`src/rtl/ssl_pkg.sv`:
```
package ssl_pkg;
  localparam int REF_W   = 14;
  localparam int MAIN_W  = 11;
  localparam int SWAL_W  = 7;
  localparam int TEST_W  = 2;
  localparam int CODE_W  = 2;
  localparam int REF_FRAME = CODE_W + TEST_W + REF_W;          // 18
  localparam int DIV_FRAME = CODE_W + 3 + SWAL_W + MAIN_W;     // 23
  localparam int NUM_LOOPS = 2;

  typedef struct packed {
    logic [TEST_W-1:0] test;
    logic [REF_W-1:0]  ratio;
  } ref_word_t;

  typedef struct packed {
    logic              mon_sel;
    logic              presc_sel;
    logic              pd_invert;
    logic [SWAL_W-1:0] swallow;
    logic [MAIN_W-1:0] main;
  } div_word_t;
endpackage

```
`src/rtl/ssl_input_sync.sv`:
```
module ssl_input_sync #(
  parameter int STAGES = 2,
  parameter int WIDTH  = 3
) (
  input  logic             clk,
  input  logic             rst_n,
  input  logic [WIDTH-1:0] din,
  output logic [WIDTH-1:0] dout,
  output logic [WIDTH-1:0] rise
);
  logic [STAGES-1:0][WIDTH-1:0] stage_q, stage_nx;
  logic [WIDTH-1:0]             prev_q;

  always_comb begin
    stage_nx[0] = din;
    for (int s = 1; s < STAGES; s++) stage_nx[s] = stage_q[s-1];
  end

  always_ff @(posedge clk or negedge rst_n) begin
    if (!rst_n) begin
      stage_q <= '0;
      prev_q  <= '0;
    end else begin
      stage_q <= stage_nx;
      prev_q  <= stage_q[STAGES-1];
    end
  end

  assign dout = stage_q[STAGES-1];
  assign rise = dout & ~prev_q;

  for (genvar g = 0; g < WIDTH; g++) begin : g_chk
    AST_SINGLE_PULSE: assert property (@(posedge clk) disable iff (!rst_n)
      rise[g] |=> !rise[g]) else $error("edge pulse lasted two cycles");
  end
endmodule

```
`src/rtl/ssl_frame.sv`:
```
module ssl_frame
  import ssl_pkg::*;
(
  input  logic                 clk,
  input  logic                 rst_n,
  input  logic                 shift_en,
  input  logic                 bit_in,
  input  logic                 load_en,
  output logic [NUM_LOOPS-1:0] ld_ref,
  output logic [NUM_LOOPS-1:0] ld_div,
  output ref_word_t            ref_w,
  output div_word_t            div_w
);
  localparam int CNT_W = $clog2(DIV_FRAME + 1);
  localparam logic [CNT_W-1:0] CNT_MAX = CNT_W'(DIV_FRAME);
  localparam logic [CNT_W-1:0] CNT_REF = CNT_W'(REF_FRAME);

  logic [DIV_FRAME-1:0] sr_q, sr_nx;
  logic [CNT_W-1:0]     cnt_q, cnt_nx;
  logic                 is_long, is_short, cn1, cn2;
  ref_word_t            ref_long, ref_short;

  // next state
  always_comb begin
    sr_nx  = sr_q;
    cnt_nx = cnt_q;
    if (shift_en) sr_nx = {sr_q[DIV_FRAME-2:0], bit_in};
    if (load_en)                            cnt_nx = '0;
    else if (shift_en && cnt_q != CNT_MAX)  cnt_nx = cnt_q + 1'b1;
  end

  always_ff @(posedge clk or negedge rst_n) begin
    if (!rst_n) begin
      sr_q  <= '0;
      cnt_q <= '0;
    end else begin
      sr_q  <= sr_nx;
      cnt_q <= cnt_nx;
    end
  end

  // framing: position p of an L-bit frame sits at sr_q[L-p]
  always_comb begin
    ref_long.test  = {sr_q[DIV_FRAME-3], sr_q[DIV_FRAME-4]};
    ref_short.test = {sr_q[REF_FRAME-3], sr_q[REF_FRAME-4]};
    for (int i = 0; i < REF_W; i++) begin
      ref_long.ratio[i]  = sr_q[DIV_FRAME-5-i];
      ref_short.ratio[i] = sr_q[REF_FRAME-5-i];
    end
    div_w.mon_sel   = sr_q[DIV_FRAME-3];
    div_w.presc_sel = sr_q[DIV_FRAME-4];
    div_w.pd_invert = sr_q[DIV_FRAME-5];
    for (int i = 0; i < SWAL_W; i++) div_w.swallow[i] = sr_q[DIV_FRAME-6-i];
    for (int i = 0; i < MAIN_W; i++) div_w.main[i]    = sr_q[MAIN_W-1-i];
  end

  assign is_long  = (cnt_q == CNT_MAX);
  assign is_short = (cnt_q >= CNT_REF) && !is_long;
  assign cn1      = is_long ? sr_q[DIV_FRAME-1] : sr_q[REF_FRAME-1];
  assign cn2      = is_long ? sr_q[DIV_FRAME-2] : sr_q[REF_FRAME-2];
  assign ref_w    = is_long ? ref_long : ref_short;

  for (genvar g = 0; g < NUM_LOOPS; g++) begin : g_dec
    assign ld_ref[g] = load_en && (is_long || is_short) && !cn2 && (cn1 == g[0]);
    assign ld_div[g] = load_en && is_long && cn2 && (cn1 == g[0]);
  end

  AST_ONE_DEST: assert property (@(posedge clk) disable iff (!rst_n)
    $onehot0({ld_ref, ld_div})) else $error("two latches addressed");
  AST_CNT_BOUND: assert property (@(posedge clk) disable iff (!rst_n)
    cnt_q <= CNT_MAX) else $error("bit count overran");
  AST_CNT_CLEAR: assert property (@(posedge clk) disable iff (!rst_n)
    load_en |=> cnt_q == '0) else $error("count not cleared by load");
  AST_SHIFT_IN: assert property (@(posedge clk) disable iff (!rst_n)
    shift_en |=> sr_q[0] == $past(bit_in)) else $error("bit not captured");
endmodule

```
`src/rtl/ssl_loop_latch.sv`:
```
module ssl_loop_latch
  import ssl_pkg::*;
(
  input  logic      clk,
  input  logic      rst_n,
  input  logic      ld_ref,
  input  logic      ld_div,
  input  ref_word_t ref_w,
  input  div_word_t div_w,
  output ref_word_t ref_q,
  output div_word_t div_q
);
  ref_word_t ref_nx;
  div_word_t div_nx;

  always_comb begin
    ref_nx = ld_ref ? ref_w : ref_q;
    div_nx = ld_div ? div_w : div_q;
  end

  always_ff @(posedge clk or negedge rst_n) begin
    if (!rst_n) begin
      ref_q <= '0;
      div_q <= '0;
    end else begin
      ref_q <= ref_nx;
      div_q <= div_nx;
    end
  end

  AST_REF_HOLD: assert property (@(posedge clk) disable iff (!rst_n)
    !ld_ref |=> $stable(ref_q)) else $error("reference latch moved");
  AST_DIV_HOLD: assert property (@(posedge clk) disable iff (!rst_n)
    !ld_div |=> $stable(div_q)) else $error("divider latch moved");
endmodule

```
`src/rtl/synth_serial_loader.sv`:
```
module synth_serial_loader
  import ssl_pkg::*;
#(
  parameter int SYNC_STAGES = 2
) (
  input  logic              clk,
  input  logic              rst_n,
  input  logic              ser_clk,
  input  logic              ser_data,
  input  logic              ser_le,
  output logic [REF_W-1:0]  lo_ref_ratio,
  output logic [TEST_W-1:0] lo_test,
  output logic [MAIN_W-1:0] lo_main,
  output logic [SWAL_W-1:0] lo_swallow,
  output logic              lo_presc_sel,
  output logic              lo_pd_invert,
  output logic              lo_mon_sel,
  output logic [REF_W-1:0]  hi_ref_ratio,
  output logic [TEST_W-1:0] hi_test,
  output logic [MAIN_W-1:0] hi_main,
  output logic [SWAL_W-1:0] hi_swallow,
  output logic              hi_presc_sel,
  output logic              hi_pd_invert,
  output logic              hi_mon_sel
);
  logic [2:0]           s_lvl, s_rise;
  logic [NUM_LOOPS-1:0] ld_ref, ld_div;
  ref_word_t            ref_w;
  div_word_t            div_w;
  ref_word_t            ref_q [NUM_LOOPS];
  div_word_t            div_q [NUM_LOOPS];

  ssl_input_sync #(.STAGES(SYNC_STAGES), .WIDTH(3)) u_sync (
    .clk(clk), .rst_n(rst_n), .din({ser_le, ser_data, ser_clk}),
    .dout(s_lvl), .rise(s_rise));

  ssl_frame u_frame (
    .clk(clk), .rst_n(rst_n), .shift_en(s_rise[0]), .bit_in(s_lvl[1]),
    .load_en(s_rise[2]), .ld_ref(ld_ref), .ld_div(ld_div),
    .ref_w(ref_w), .div_w(div_w));

  for (genvar g = 0; g < NUM_LOOPS; g++) begin : g_loop
    ssl_loop_latch u_latch (
      .clk(clk), .rst_n(rst_n), .ld_ref(ld_ref[g]), .ld_div(ld_div[g]),
      .ref_w(ref_w), .div_w(div_w), .ref_q(ref_q[g]), .div_q(div_q[g]));
  end

  assign {lo_test, lo_ref_ratio} = ref_q[0];
  assign {hi_test, hi_ref_ratio} = ref_q[1];
  assign {lo_mon_sel, lo_presc_sel, lo_pd_invert, lo_swallow, lo_main} = div_q[0];
  assign {hi_mon_sel, hi_presc_sel, hi_pd_invert, hi_swallow, hi_main} = div_q[1];

  AST_LOAD_ON_EDGE: assert property (@(posedge clk) disable iff (!rst_n)
    !s_rise[2] |=> $stable({lo_main, hi_main, lo_ref_ratio, hi_ref_ratio}))
    else $error("output changed without a load edge");
endmodule

```
`config.mk`:
```
export PLATFORM = sky130hd
export DESIGN_NAME = synth_serial_loader
export DESIGN_NICKNAME = d
export VERILOG_FILES = /design/src/rtl/ssl_pkg.sv /design/src/rtl/ssl_input_sync.sv /design/src/rtl/ssl_frame.sv /design/src/rtl/ssl_loop_latch.sv /design/src/rtl/synth_serial_loader.sv
export SDC_FILE = /design/constraint.sdc
export NUM_CORES = 1
export LEC_CHECK = 0
export ABC_CLOCK_PERIOD_IN_PS = 2900
export BUFFER_PORTS_ARGS = -buffer_cell sky130_fd_sc_hd__buf_2
export CAP_MARGIN = 25
export CORE_MARGIN = 1.5
export CORE_UTILIZATION = 56
export DETAILED_ROUTE_END_ITERATION = 16
export PLACE_DENSITY_LB_ADDON = 0.15
export RECOVER_POWER = 100
export REMOVE_ABC_BUFFERS = 1
export SYNTH_ARGS = -nofsm -noshare
export SYNTH_HDL_FRONTEND = slang
export SYNTH_HIERARCHICAL = 1
export SYNTH_SLANG_ARGS = --single-unit
```
`constraint.sdc`:
```
create_clock -name clk -period 2.9 [get_ports clk]
set_clock_uncertainty 0.1 [all_clocks]
set_input_delay 0.29 -clock clk [delete_from_list [all_inputs] [get_ports clk]]
set_output_delay 0.29 -clock clk [all_outputs]
set_load 0.02 [all_outputs]
```
==> results of run 1 <==
state kept, by name (all words and copies together) (netlist names):
name and flops:
u_sync/stage_nx 3, u_sync/prev_q 2, g_loop.u_latch/div_q 42, g_loop.u_latch/ref_q 32, u_sync/dout 3, u_frame/cnt_q 5
u_frame/sr_q 23
what timing repair did:
item                                    4_1_cts  5_1_grt
hold buffers                                  4        0
endpoints found under the setup margin        0        0
endpoints found under the hold margin        55        0
critical path, cell delays in order (launching register included):
cell	delay, ns
dfrtp_1	0.43
ha_1	0.24
nand4b_1	0.31
clkbuf_1	0.27
nand3b_1	0.12
o32ai_1	0.27
buf_4	0.34
mux2_2	0.36
power breakdown:
group,internal (W),switching [W]
registers,0.00164,0.000173
logic,0.000137,0.000151
clock network,0.000328,0.000516
total,0.00210,0.000840
path summary, 6_finish.rpt:
check / startpoint / end / slack [ns] / cells past startpoint
min: u_sync/stage_nx[4] / u_sync/dout[1] / 0.26 / 0
max in group asynchronous: rst_n / g_loop[0].u_latch/div_q[14] / 0.83 / 3
max reg2reg: u_frame/cnt_q[1] / g_loop[0].u_latch/ref_q[1] / 0.35 / 7
min reg2reg: u_sync/stage_nx[4] / u_sync/dout[1] / 0.26 / 0
max: u_frame/cnt_q[1] / g_loop[0].u_latch/ref_q[1] / 0.35 / 7
min in group asynchronous: rst_n / u_sync/prev_q[2] / 0.67 / 2
final cells by class:
type                    instances  area [um2]  share of cell area
flip-flops and latches        110        2750               0.552
multi-input cells             178        1510               0.303
repair buffers                 93         405              0.0813
clock buffers                  10         128              0.0256
well taps                     102         128              0.0256
clock inverters                 6        56.3              0.0113
inverters                       2        7.51             0.00150
layout by cell type, fill, tap and decap left out, types with 2 or more instances in the layout:
master	instances
nand4_1	2
inv_6	2
mux2_1	16
clkbuf_1	77
nand2_1	51
clkinv_4	2
clkbuf_8	9
mux2_4	4
ha_1	2
buf_2	3
clkbuf_2	4
buf_4	6
inv_1	2
a21oi_1	4
nand3b_1	2
dlygate4sd3_1	4
nor2_1	2
nor3_1	3
dfrtp_1	110
nand3_1	3
mux2_2	76
routing by layer:
metal | GRT usage | share of wire | up-vias
met2 | 0.300 | 0.44 | 74
met4 | 0.0597 | 0.0069 | 0
met1 | 0.328 | 0.51 | 1316
met3 | 0.0396 | 0.048 | 6
met5 | 0 | 0 | -
li1 | - | - | 1230
per-stage QoR:
step           cell area, um2  worst slack [ns]  total power, W  cells
5_1_grt                  4990             0.195         0.00310    501
6_report                 4990             0.351         0.00294    501
3_3_place_gp             4960             0.523         0.00212    481
3_5_place_dp             4960             0.439         0.00213    481
4_1_cts                  5180             0.424         0.00298    501
2_1_floorplan            4330            -0.954         0.00197    290
==> metrics.md, run 1 <==
| Metric | Value |
|---|---|
| Global-route wire length before repair | roughly 14000 um |
| Initial Utilization | 0.589 |
| Via Count | around 2.6k |
| Fillers | roughly 670 |
| Synth Cell Area | 4620 um2 |
| DRT iter0 DRCs | 139 |
| Setup violators final | 0 |
| Layout cell share with drive strength beyond 1 | 0.276 |
| Final Util | 0.636 |
| All-Layer GR Usage | 0.210 |
| CTS tree | built |
| Routed Antenna Nets | 0 |
| Arr. time, crit path | 2.69 ns |
| Remaining routing DRC violations | 0 |
| Placed wire-length estimate | 5720 um |
| Die area | 8810 um2 |
| Final Hold Fails | 0 |
| Routed WL | just over 8000 um |
| Num CTS Buffers | 9 |
| Post-CTS sizing | 0 |
| Min Hold Slack | approximately 0.26 ns |
| Slew Viols, Final | 0 |
| Number of global-route vias before repair | 2643 |
| Port Buffer Count | 78 |
| Peak VDD IR | 0.338 mV |
| Root Driver | clkbuf_8 |
| Cells after Synth | around 330 |
| Clock buffer depth | 2 |
| DR vias/cell | 5.24 |
| Clk Latency, worst-skew pair | 0.35 ns |
| WL/cell | between 15 and 20 um |
| CP Launch Type | flip-flop |
| Power density of the placed cells | between 500 and 600 nW/um2 |
| Syn_area_per_cell | between 10 and 15 um2 |
| Final Wtd Congestion | between 0.7 and 0.8 |
| Initial antenna violation count | 0 |
| Worst Path Max Fanout | 14 |
| Slew margin rel. | 0.106 |
| WS Path Type | flip-flop to flip-flop |
| Status | finished clean |
| Worst-path clk slew | approximately 0.1 ns |
| Die extent in y | approximately 94 um |
| Max Clock Freq | between 300 and 400 MHz |
| RSZ-0062 raised after global routing | no |
| # IOs | between 70 and 80 |
| Postcts setup bufs | 0 |
| Clock sink total | 110 |
| Synthesis Warnings | 6 |
| H-tree levels | 3 |
| Die width | between 90 and 100 um |
| Max-cap violations | 0 |
| Setup TNS | 0 ns |
| Antenna Cells | 0 |
| Crit path time final | around 2.5 ns |
| Crit. End Element | flip-flop |
| Worst Path Required | 3.04 ns |
| Hold/Removal Path Class | flip-flop to flip-flop |
| DR pass1 iterations | 4 |
| Area Growth Syn to Fin | 7.87% |
| Largest net degree at the start of global routing | 55 |
| Worst Tran Pin Value | 1.34 ns |
| Leak | 2.48 nW |
| Final nets | around 400 |
| # rows | 32 |
| Final Cycle Share | 0.879 |
| Overflow after GRT | 0 |
| Core box area | between 7000 and 8000 um2 |
Power figures use the tool's default switching activity.
==> inputs of run 2 (changes only) <==
--- a/config.mk
+++ b/config.mk
@@ -10,6 +10,7 @@
 export CAP_MARGIN = 25
 export CORE_MARGIN = 1.5
 export CORE_UTILIZATION = 56
+export CTS_BUF_LIST = sky130_fd_sc_hd__clkbuf_8 sky130_fd_sc_hd__clkbuf_16
 export DETAILED_ROUTE_END_ITERATION = 16
 export PLACE_DENSITY_LB_ADDON = 0.15
 export RECOVER_POWER = 100
==> run 2 against run 1 <==
Net effect:
- via count barely moved
- clock power fell by 0.5%
- fmax fell by 0.20%
- flip-flop and latch count did not move
- sequential power barely moved
- sequential share of layout area did not move
- critical path type unchanged
- critical endpoint unchanged
==> metrics.md, run 2 (synthesis results as in run 1) <==
| Metric | Value |
|---|---|
| Status | finished clean |
| CP Launch Type | flip-flop |
| DRT iter0 DRCs | 139 (unchanged) |
| RSZ-0062 raised after global routing | no |
| Remaining routing DRC violations | 0 (unchanged) |
| Crit path time final | 2.55 ns (+0.00503 ns) |
| Initial antenna violation count | 0 (unchanged) |
| Post-CTS sizing | 0 (unchanged) |
| Worst Path Required | 3.05 ns (about the same) |
| Worst r2r src | u_frame/cnt_q[1] |
| Via Count | 2628 (+0.076%) |
| Clock Power Share | 0.286 (about the same) |
| # rows | 32 (unchanged) |
| Largest reg by FF count | g_loop.u_latch/div_q |
| Fin cells | 501 (unchanged) |
| Placed wire-length estimate | 5720 um (unchanged) |
| All-Layer GR Usage | 0.210 (unchanged) |
| Setup violators final | 0 (unchanged) |
| Num CTS Buffers | 9 (unchanged) |
| Arr. time, crit path | 2.70 ns (about the same) |
| Peak VDD IR | 0.337 mV (-0.14%) |
| CP max stage cell | dfrtp_1 |
| Slew Viols, Final | 0 (unchanged) |
| Logic pwr share | 0.098 (about the same) |
| Final Cycle Share | 0.881 (+0.00173) |
| Die width | 93.9 um (unchanged) |
| Die area | 8810 um2 (unchanged) |
| Crit. End Element | flip-flop |
| Postcts setup bufs | 0 (unchanged) |
| Routed WL | 8310 um (about the same) |
| R2r setup slk | 0.35 ns (about the same) |
| Worst Tran Pin Value | 1.34 ns (-0.00215 ns) |
| WS Path Type | flip-flop to flip-flop |
| Die extent in y | 93.9 um (unchanged) |
| Global-route wire length before repair | 14100 um (unchanged) |
| Max Clock Freq | 392 MHz (-0.20%) |
| Largest net degree at the start of global routing | 55 (unchanged) |
| Worst Path Max Fanout | 14 (unchanged) |
| H-tree levels | 3 (unchanged) |
| R2r endpoint | g_loop[0].u_latch/ref_q[1] |
| Overflow after GRT | 0 (unchanged) |
| Core box area | 7850 um2 (unchanged) |
| Hold/Removal Path Class | flip-flop to flip-flop |
| Root Driver | clkbuf_8 |
| Min Hold Slack | 0.258 ns (-0.0000790 ns) |
| Clk Latency, worst-skew pair | 0.36 ns (about the same) |
| Largest register FFs | 42 (unchanged) |
| Worst-path clk slew | 0.10 ns (about the same) |
| CTS tree | built |
| Top Registers | g_loop.u_latch/div_q (42), g_loop.u_latch/ref_q (32), u_frame/sr_q (23) |
| R2r worst-path depth | 7 (unchanged) |
| Clock buffer depth | 2 (unchanged) |
| DR vias/cell | 5.25 (about the same) |
| Internal | 0.00210 W (-0.17%) |
| Final Hold Fails | 0 (unchanged) |
| Antenna Cells | 0 (unchanged) |
| Slew margin rel. | 0.108 (+0.00143) |
| Cell Chain, Critical Path | ha_1 > nand4b_1 > clkbuf_1 > nand3b_1 > o32ai_1 > buf_4 > mux2_2 |
| Pre-CTS WS | 0.439 ns (unchanged) |
| Max stage delay on crit path | 0.43 ns (about the same) |
| Leak | 2.48 nW (+0.17%) |
| Initial Utilization | 0.589 (unchanged) |
| Clock sink total | 110 (unchanged) |
| Sequential Power Share | 0.616 (about the same) |
| Max-cap violations | 0 (unchanged) |
| Number of global-route vias before repair | 2643 (unchanged) |
| # IOs | 79 (unchanged) |
| Sw frac | 0.286 (+0.000429) |
| Post-CTS Hold Buffers | 4 (unchanged) |
| CP Capture Point | g_loop[0].u_latch/ref_q[1] |
| Placed Cells incl. Taps | 481 (unchanged) |
| DR pass1 iterations | 4 (unchanged) |
| Power density of the placed cells | 590 nW/um2 (-0.11%) |
| Layout cell share with drive strength beyond 1 | 0.276 (unchanged) |
| Most frequent cells in the layout | dfrtp_1 (110), mux2_2 (76), clkbuf_1 (76) |
| Most common cell after layout, fill and taps aside | dfrtp_1 |
| Routed Antenna Nets | 0 (unchanged) |
| Port Buffer Count | 78 (unchanged) |
| Final nets | 401 (unchanged) |
| Critical Path Start | u_frame/cnt_q[1] |
| Setup ws final | 0.346 ns (-0.00503 ns) |
| Area Growth Syn to Fin | 7.87% (unchanged) |
| Sw power | 0.000840 W (about the same) |
| WL/cell | 16.6 um (about the same) |
| Final Wtd Congestion | 0.767 (unchanged) |
-- run 2: cell count changes in the layout (fill, tap and decap cells not counted) --
cell | before | now
clkbuf_1 | 77 | 76
inv_1 | 2 | 3
-- run 2: per-stage QoR --
step                      cell area [um2]  total power (W)   util  TNS [ns]
final                                4990          0.00294  0.636         0
after CTS                            5180          0.00297  0.661         0
after global placement               4960          0.00212  0.632         0
after floorplan                      4330          0.00197      -    -56.28
after global routing                 4990          0.00310  0.636         0
after detailed placement             4960          0.00213  0.632         0
-- run 2: routing by layer --
layer	track usage	part of all wire	vias up
met1	0.328	0.51	1313
li1	-	-	1229
met2	0.300	0.44	79
met5	0	0	-
met4	0.0597	0.0073	0
met3	0.0396	0.046	7
-- run 2: worst max-delay path, delay by kind of cell (launching register included) --
kind | cells | cell delay (ns)
compound gates | 1 | 0.27
fa+ha+maj | 1 | 0.24
buf+inv | 2 | 0.61
flops | 1 | 0.43
mux | 1 | 0.36
simple gates | 2 | 0.43
-- run 2: worst min-delay path by stage --
stage | startpoint | end | slack, ns | cells after the start
2_1_floorplan | rst_n | g_loop[0].u_latch/div_q[0] | -0.11 | 0
3_3_place_gp | u_sync/stage_nx[4] | u_sync/dout[1] | 0.24 | 0
3_5_place_dp | u_sync/stage_nx[4] | u_sync/dout[1] | 0.24 | 0
4_1_cts | u_sync/stage_nx[4] | u_sync/dout[1] | 0.26 | 0
5_1_grt | u_sync/stage_nx[4] | u_sync/dout[1] | 0.27 | 0
6_report | u_sync/stage_nx[4] | u_sync/dout[1] | 0.26 | 0
-- run 2: power groups by stage --
stage	logic, W	clock network (W)	registers, W
floorplan	0.000208	0	0.00177
global placement	0.000281	0	0.00184
detailed placement	0.000292	0	0.00184
CTS	0.000296	0.000866	0.00181
global route	0.000324	0.000936	0.00184
finish	0.000288	0.000841	0.00181
-- run 2: cell type report --
cell class / instances / area, um2
well taps: 102 / 128
repair buffers: 93 / 405
clock buffers: 9 / 124
fillers: 667 / 2860
clock inverters: 7 / 60.1
inverters: 2 / 7.51
flip-flops and latches: 110 / 2750
multi-input cells: 178 / 1510
